[src/rtl/fbd_pkg.sv]
package fbd_pkg;

    typedef enum logic [2:0] {
        OP_RESET   = 3'd0,
        OP_STANDBY = 3'd1,
        OP_DISABLE = 3'd2,
        OP_READ    = 3'd3,
        OP_WRITE   = 3'd4
    } op_e;

    typedef struct packed {
        logic ce_n;
        logic oe_n;
        logic we_n;
        logic prst_n;
        logic wide;
    } ctl_t;

    localparam int CTL_W = 5;

    // pins resting inactive: decodes as device reset
    localparam ctl_t CTL_IDLE = '{ce_n: 1'b1, oe_n: 1'b1, we_n: 1'b1,
                                  prst_n: 1'b0, wide: 1'b1};

endpackage

[src/rtl/fbd_sync.sv]
module fbd_sync #(
    parameter int W      = 8,
    parameter int STAGES = 2,
    parameter logic [W-1:0] RST_VAL = '0
) (
    input  logic         clk,
    input  logic         rst_n,
    input  logic [W-1:0] d,
    output logic [W-1:0] q
);

    logic [W-1:0] stage_q [STAGES];

    genvar g;
    generate
        for (g = 0; g < STAGES; g++) begin : g_stage
            if (g == 0) begin : g_first
                always_ff @(posedge clk or negedge rst_n) begin
                    if (!rst_n) stage_q[0] <= RST_VAL;
                    else        stage_q[0] <= d;
                end
            end else begin : g_next
                always_ff @(posedge clk or negedge rst_n) begin
                    if (!rst_n) stage_q[g] <= RST_VAL;
                    else        stage_q[g] <= stage_q[g-1];
                end
            end
        end
    endgenerate

    assign q = stage_q[STAGES-1];

endmodule

[src/rtl/fbd_decode.sv]
module fbd_decode
    import fbd_pkg::*;
(
    input  ctl_t ctl,
    output op_e  op
);

    always_comb begin
        if (!ctl.prst_n)                       op = OP_RESET;
        else if (ctl.ce_n)                     op = OP_STANDBY;
        else if (!ctl.oe_n && ctl.we_n)        op = OP_READ;
        else if (ctl.oe_n && !ctl.we_n)        op = OP_WRITE;
        else                                   op = OP_DISABLE;
    end

endmodule

[src/rtl/fbd_rdpath.sv]
module fbd_rdpath
    import fbd_pkg::*;
#(
    parameter int DW = 16
) (
    input  op_e           state,
    input  logic          wide,
    input  logic          upper,
    input  logic [DW-1:0] arr_data,
    output logic [DW-1:0] dq_out,
    output logic [DW-1:0] dq_oe
);

    localparam int HW = DW / 2;

    logic [HW-1:0] lane_sel;

    assign lane_sel = upper ? arr_data[DW-1:HW] : arr_data[HW-1:0];

    always_comb begin
        dq_out = '0;
        dq_oe  = '0;
        if (state == OP_READ) begin
            if (wide) begin
                dq_out = arr_data;
                dq_oe  = '1;
            end else begin
                dq_out[HW-1:0] = lane_sel;
                dq_oe[HW-1:0]  = '1;
            end
        end
    end

endmodule

[src/rtl/flash_bus_decoder.sv]
module flash_bus_decoder
    import fbd_pkg::*;
#(
    parameter int AW          = 20,
    parameter int DW          = 16,
    parameter int SYNC_STAGES = 2
) (
    input  logic          clk,
    input  logic          rst_n,
    input  logic          ce_n,
    input  logic          oe_n,
    input  logic          we_n,
    input  logic          prst_n,
    input  logic          wide,
    input  logic [AW-1:0] addr,
    input  logic [DW-1:0] dq_in,
    output logic [DW-1:0] dq_out,
    output logic [DW-1:0] dq_oe,
    output logic [2:0]    op,
    output logic          rd_req,
    output logic [AW-1:0] rd_addr,
    input  logic [DW-1:0] rd_data,
    output logic          cmd_stb,
    output logic [AW-1:0] cmd_addr,
    output logic [DW-1:0] cmd_data,
    output logic          cmd_byte,
    output logic          cmd_upper
);

    localparam int HW     = DW / 2;
    localparam int PIPE_W = CTL_W + AW + DW;
    localparam logic [PIPE_W-1:0] PIPE_RST = {CTL_IDLE, {AW{1'b0}}, {DW{1'b0}}};

    ctl_t          pin_ctl;
    ctl_t          s_ctl;
    logic [AW-1:0] s_addr;
    logic [DW-1:0] s_dq;
    op_e           dec_op;
    op_e           state_q;

    logic          wide_q;
    logic          upper_q;
    logic [AW-1:0] rd_addr_q;

    logic [AW-1:0] hold_addr;
    logic [DW-1:0] hold_data;
    logic          hold_byte;
    logic          hold_upper;
    logic          stb_q;

    assign pin_ctl = '{ce_n: ce_n, oe_n: oe_n, we_n: we_n, prst_n: prst_n, wide: wide};

    fbd_sync #(
        .W      (PIPE_W),
        .STAGES (SYNC_STAGES),
        .RST_VAL(PIPE_RST)
    ) i_sync (
        .clk  (clk),
        .rst_n(rst_n),
        .d    ({pin_ctl, addr, dq_in}),
        .q    ({s_ctl, s_addr, s_dq})
    );

    fbd_decode i_decode (
        .ctl(s_ctl),
        .op (dec_op)
    );

    // state register and the registers that travel with it
    always_ff @(posedge clk or negedge rst_n) begin
        if (!rst_n) begin
            state_q   <= OP_RESET;
            wide_q    <= 1'b1;
            upper_q   <= 1'b0;
            rd_addr_q <= '0;
        end else begin
            state_q   <= dec_op;
            wide_q    <= s_ctl.wide;
            upper_q   <= !s_ctl.wide && s_dq[DW-1];
            rd_addr_q <= s_addr;
        end
    end

    // write sample holding and end-of-write strobe
    always_ff @(posedge clk or negedge rst_n) begin
        if (!rst_n) begin
            hold_addr  <= '0;
            hold_data  <= '0;
            hold_byte  <= 1'b0;
            hold_upper <= 1'b0;
            stb_q      <= 1'b0;
        end else begin
            if (dec_op == OP_WRITE) begin
                hold_addr  <= s_addr;
                hold_byte  <= !s_ctl.wide;
                hold_upper <= !s_ctl.wide && s_dq[DW-1];
                hold_data  <= s_ctl.wide ? s_dq : {{(DW-HW){1'b0}}, s_dq[HW-1:0]};
            end
            stb_q <= (state_q == OP_WRITE) && (dec_op != OP_WRITE) && (dec_op != OP_RESET);
        end
    end

    fbd_rdpath #(
        .DW(DW)
    ) i_rdpath (
        .state   (state_q),
        .wide    (wide_q),
        .upper   (upper_q),
        .arr_data(rd_data),
        .dq_out  (dq_out),
        .dq_oe   (dq_oe)
    );

    // output process
    always_comb begin
        op        = state_q;
        rd_req    = 1'b0;
        unique case (state_q)
            OP_READ:    rd_req = 1'b1;
            OP_RESET,
            OP_STANDBY,
            OP_DISABLE,
            OP_WRITE:   rd_req = 1'b0;
            default:    rd_req = 1'b0;
        endcase
        rd_addr   = rd_addr_q;
        cmd_stb   = stb_q;
        cmd_addr  = hold_addr;
        cmd_data  = hold_data;
        cmd_byte  = hold_byte;
        cmd_upper = hold_upper;
    end

endmodule

[config.mk]
export PLATFORM = sky130hd
export DESIGN_NAME = flash_bus_decoder
export DESIGN_NICKNAME = d
export VERILOG_FILES = /design/src/rtl/fbd_pkg.sv /design/src/rtl/fbd_sync.sv /design/src/rtl/fbd_decode.sv /design/src/rtl/fbd_rdpath.sv /design/src/rtl/flash_bus_decoder.sv
export SDC_FILE = /design/constraint.sdc
export NUM_CORES = 1
export LEC_CHECK = 0
export BUFFER_PORTS_ARGS = -buffer_cell sky130_fd_sc_hd__clkbuf_2
export CORE_MARGIN = 1.5
export CORE_UTILIZATION = 53
export CTS_CLUSTER_DIAMETER = 30
export CTS_CLUSTER_SIZE = 12
export DETAILED_ROUTE_END_ITERATION = 12
export HOLD_SLACK_MARGIN = 0.06
export PLACE_DENSITY = 0.82
export SKIP_CTS_REPAIR_TIMING = 1
export SYNTH_ARGS = -nofsm -noshare
export SYNTH_HDL_FRONTEND = slang
export SYNTH_SLANG_ARGS = --single-unit
[constraint.sdc]
create_clock -name clk -period 2.5 [get_ports clk]
set_input_delay 0 -clock clk [delete_from_list [all_inputs] [get_ports clk]]
set_output_delay 0 -clock clk [all_outputs]
set_load 0.01 [all_outputs]
==> results of run 1 <==
==> cells in the mapped netlist (all sizes together) <==
library cell / n
dfrtp: 137
nand2: 122
buf: 24
dfstp: 9
a21oi: 8
and3: 8
nand3: 8
clkbuf: 4
nor2b: 4
inv: 2
and2: 1
nand2b: 1
nand4bb: 1
nor3b: 1
nor4: 1
o21a: 1
o21ai: 1
or2: 1
==> cells by family (layout without fill, tap and decap cells) <==
group	Yosys count	count (layout)
and+or+nand+nor	148	148
AOI/OAI and AO/OA	10	10
buffers and inverters	30	234
DFF	146	146
==> metal layers <==
metal	global-route usage, %	up-vias	wire (µm)
li1	-	1409	-
met1	21.6	1502	3650
met5	0	-	0
met2	36.2	147	5480
met4	7.23	0	73
met3	8.21	8	588
==> metrics by stage <==
stage	hold WS, ns	area, µm²	worst slack, ns	cells
6_report	0.145	6320	0.511	643
3_5_place_dp	-0.00604	5290	0.968	568
3_3_place_gp	-0.0148	5290	1.01	568
4_1_cts	-0.546	5880	0.477	599
2_1_floorplan	-0.296	4550	1.04	334
5_1_grt	0.131	6320	0.318	643
==> where the power goes <==
part           leakage (nW)  internal (mW)  switching, mW  total (mW)
combinational          1.31          0.220          0.280       0.500
clock                 0.277           1.54          0.976        2.51
sequential             1.74           2.57          0.114        2.68
==> flip-flops by register name, indices dropped and copies added (netlist names) <==
name,count
cmd_byte,1
cmd_stb,1
op,3
upper_q,1
cmd_data,16
rd_addr,20
cmd_upper,1
wide_q,1
i_sync.stage_q,41
i_sync.q,41
cmd_addr,20
==> final timing paths <==
check                                        startpoint                           end  slack, ns  cells after the start
setup / recovery                        op[0]$_DFF_PN0_                     dq_oe[13]       0.51                      5
hold / removal                                  addr[1]  i_sync.stage_q[58]$_DFF_PN0_       0.15                      2
setup reg to reg                 i_sync.q[39]$_DFF_PN1_       cmd_data[1]$_DFFE_PN0N_       0.99                      4
hold reg to reg            i_sync.stage_q[71]$_DFF_PN0_        i_sync.q[30]$_DFF_PN0_       0.34                      0
max in group asynchronous                         rst_n         i_sync.q[1]$_DFF_PN0_       0.97                      4
min in group asynchronous                         rst_n         rd_addr[19]$_DFF_PN0_       0.55                      3
==> critical path, cell delays in order (launching register included) <==
cell      delay, ns
dfrtp_1        0.39
nand2_1        0.06
or2_1          0.33
inv_2          0.25
and2_1         0.30
clkbuf_2       0.18
==> layout make-up <==
cell class | instances | area share, %
Sequential cell | 146 | 57.9
Timing Repair Buffer | 201 | 19.6
Multi-Input combinational cell | 158 | 10.8
Clock buffer | 18 | 6.61
Clock inverter | 13 | 2.77
Tap cell | 105 | 2.08
Inverter | 2 | 0.119
==> flow_summary.ini, run 1 <==
[die]
initial_core_util_pct = 55.1
die_w_um = 95.7
core_um2 = 8260
ios = 154
rows = 33
die-area_um2 = 9150
die_y_um = 95.7

[global_routing]
grt_max_degree = 62
grt_use_total_pct = 20.3
grt_pass1_wl_um = 13200
grt_pass1_vias = 2802
antenna_found_initial = 0
grt_overflow = 0

[logic_synthesis]
synth-seq-cells = 146
syn_area_per_cell_um2 = 13.6
synth_largest_area_cell = dfrtp_1
synth_area_leaders = dfrtp_1, nand2_1, dfstp_2, buf_4, and3_1
synthAdderAreaFrac_pct = 0
synth_top_family_by_area = simple AND/OR/NAND/NOR gates
yosysTopAreaCellShare_pct = 75.3
synthCells = 334
synth_compound_area_share_pct = 1.15
synth.yosys.warnings = 0
synthSimpleGateAreaFrac_pct = 13.9
synthesis.area_um2 = 4550
synth_nets = 393
seq_area_frac_synth_pct = 80.5
synthDistinctLibCells = 21
synth_xor_area_share_pct = 0
synthMuxAreaShare_pct = 0

[worst_setup_path]
endpoint_kind = output port
startpoint_type = flop
critPathRequiredTime_ns = 2.50
worstSetupPathType = reg2out
worstPathArrival_ns = 1.99
worstPathMaxFanout = 18

[placed_design]
gp_congestion = 0.725
portBuffers = 153
hpwl_um = 5910

[clock_network]
numCtsBuffers = 17
htree_num_levels = 4
cts.sinks = 146
clk-insertion-delay-late_ns = 0.50
cts_tree = built
cts_root_buffer = clkbuf_8
clock_path_buffers = 2
clk_pin_slew_ns = 0.06

[final_layout]
layout-drive-gt1-share_pct = 37.0
diodes = 0
fillers = 489
syn2layout_area_growth_pct = 39.0
layout_commonest_cell = clkbuf_2
final-seq-area_um2 = 3660
multiInputGateArea_um2 = 686
fin_nets = 585
final_cell_mix = clkbuf_2, dfrtp_1, nand2_1
final_core_util_pct = 76.6

[pwr]
powerDensity_nw_per_um2 = 900
vdd_drop_max_uv = 710
total_power_mw = 5.69
leakagePower_nw = 3.33

[routing]
drt_iter0_markers = 105
drc = 0
dr.pass1.iters = 4
drtAntennaViolNets = 0
wire_per_inst_um = 15.2
postRouteWirelength_um = 9790
vias = 3066
avgViaCountPerCell = 4.77

[worst_hold_path]
min_path_type = in2reg

[sta]
finalCritPeriodShare_pct = 79.6
final.setup_skew_ns = 0.00839
maxSlewViolCount = 0
rsz0062_at_grt = no
slew_headroom_pct = 55.2
fmax_mhz = 503
period_minus_slack_ns = 1.99
setup_viol = 0
worst_pin_slew_ns = 0.671
tns_ns = 0
report.final.hold_viol_count = 0

[run_status]
status = finished, final reports clean

[job]
cap_viol_max_count = 0
(Power assumes the default switching activity.)
==> inputs of run 2 (changes only) <==
- CORE_UTILIZATION: 53 -> 49
- PLACE_DENSITY: 0.82 -> 0.76
- clock period: 2.5 -> 1.99 ns (I/O delays scaled with it)
==> flow_summary.ini, run 2 (synthesized netlist as in run 1, its figures left out) <==
[die]
ios = 154
core_um2 = 8850
die_w_um = 99.4
initial_core_util_pct = 51.4
die_y_um = 99.4
rows = 34
die-area_um2 = 9870

[global_routing]
grt_use_total_pct = 18.3
antenna_found_initial = 0
grt_pass1_wl_um = 13500
grt_overflow = 0
grt_pass1_vias = 2785
grt_max_degree = 57

[run_status]
status = finished, final reports clean

[placed_design]
pre_cts_slack_ns = 0.509
hpwl_um = 5860
dp_cells = 573
gp_congestion = 0.768
place_area_um2 = 5320
portBuffers = 153

[clock_network]
cts_root_buffer = clkbuf_8
clock_path_buffers = 2
htree_num_levels = 4
clk-insertion-delay-late_ns = 0.50
cts.sinks = 146
numCtsBuffers = 17
cts_tree = built
clk_pin_slew_ns = 0.06

[worst_setup_path]
critPathMaxStageDelay_ns = 0.60
ff2ff_setup_slack_ns = 0.54
worstPathArrival_ns = 1.84
reg2reg_depth = 5
path_cells = nand2b_1, nand2_1, a21oi_1, clkbuf_2
r2r-end = cmd_addr[6]$_DFFE_PN0N_
crit_path_top_delay_cell = dfstp_2
critical_path.top_delay_family = flip-flops
worstSetupPathType = reg2out
startpoint_type = flop
worstPathMaxFanout = 11
endpoint_kind = output port
reg2reg_from = i_sync.q[39]$_DFF_PN1_
critPathRequiredTime_ns = 1.99
cp_num_buf_inv = 1

[routing]
wl_met1_um = 3850
avgViaCountPerCell = 4.62
vias = 2999
wire_per_inst_um = 14.6
drtAntennaViolNets = 0
met2_length_um = 5030
drt_iter0_markers = 166
highest_layer = met4
dr.pass1.iters = 5
met3_length_um = 528
postRouteWirelength_um = 9460
drc = 0

[sta]
timing.hold.ws_ns = 0.0784
rsz0062_at_grt = no
maxSlewViolCount = 0
period_minus_slack_ns = 1.84
tns_ns = 0
setup_slack_ns = 0.145
setup_viol = 0
fmax_mhz = 542
finalCritPeriodShare_pct = 92.7
slew_headroom_pct = 59.0
worst_pin_slew_ns = 0.613
final.setup_skew_ns = 0.00814
report.final.hold_viol_count = 0

[pwr]
vdd_drop_max_uv = 681
total_power_mw = 7.26
leakagePower_nw = 3.38
powerDensity_nw_per_um2 = 1130

[final_layout]
layout-drive-gt1-share_pct = 37.9
layout_commonest_cell = clkbuf_2
syn2layout_area_growth_pct = 40.7
final_cell_mix = clkbuf_2, dfrtp_1, nand2_1
final_core_util_pct = 72.3
finalNonFillerCells = 649
fin_nets = 587
diodes = 0
design_area_um2 = 6400

[worst_hold_path]
min_path_type = in2async

[job]
cap_viol_max_count = 0
==> run 2: area by class of cell <==
class                           count  area [µm²]
Clock buffer                       18         418
Multi-Input combinational cell    158         689
Clock inverter                     14         201
Tap cell                          108         135
Inverter                            2        12.5
Fill cell                         580        2450
Timing Repair Buffer              203        1280
Sequential cell                   146        3660
==> run 2: worst reg2reg max path: cells and delay by family (launching register included) <==
kind	cells	cell delay [ns]
buffers and inverters	2	0.56
flip-flops	1	0.56
AND/OR/NAND/NOR	3	0.27
==> run 2: how the worst max path moves through the flow <==
stage	from	to	slack, ns	cells past startpoint
after floorplan	op[0]$_DFF_PN0_	dq_oe[10]	0.53	6
after global placement	op[2]$_DFF_PN0_	dq_oe[8]	0.56	4
after CTS	op[0]$_DFF_PN0_	dq_oe[10]	-0.04	5
after global routing	wide_q$_DFF_PN1_	dq_out[0]	0.03	4
final	wide_q$_DFF_PN1_	dq_out[5]	0.15	4
after detailed placement	op[0]$_DFF_PN0_	dq_oe[10]	0.51	5
==> run 2: report_power, final <==
| part | switching [mW] | internal, mW | total [mW] |
|---|---|---|---|
| registers | 0.134 | 3.22 | 3.36 |
| logic | 0.343 | 0.284 | 0.627 |
| clock network | 1.22 | 2.06 | 3.28 |
| total | 1.69 | 5.57 | 7.26 |
==> run 2: routing by layer <==
layer	track usage, %	vias to the layer above
met5	0	-
met4	5.85	0
met3	6.61	14
met2	31.3	134
met1	21.7	1439
li1	-	1412
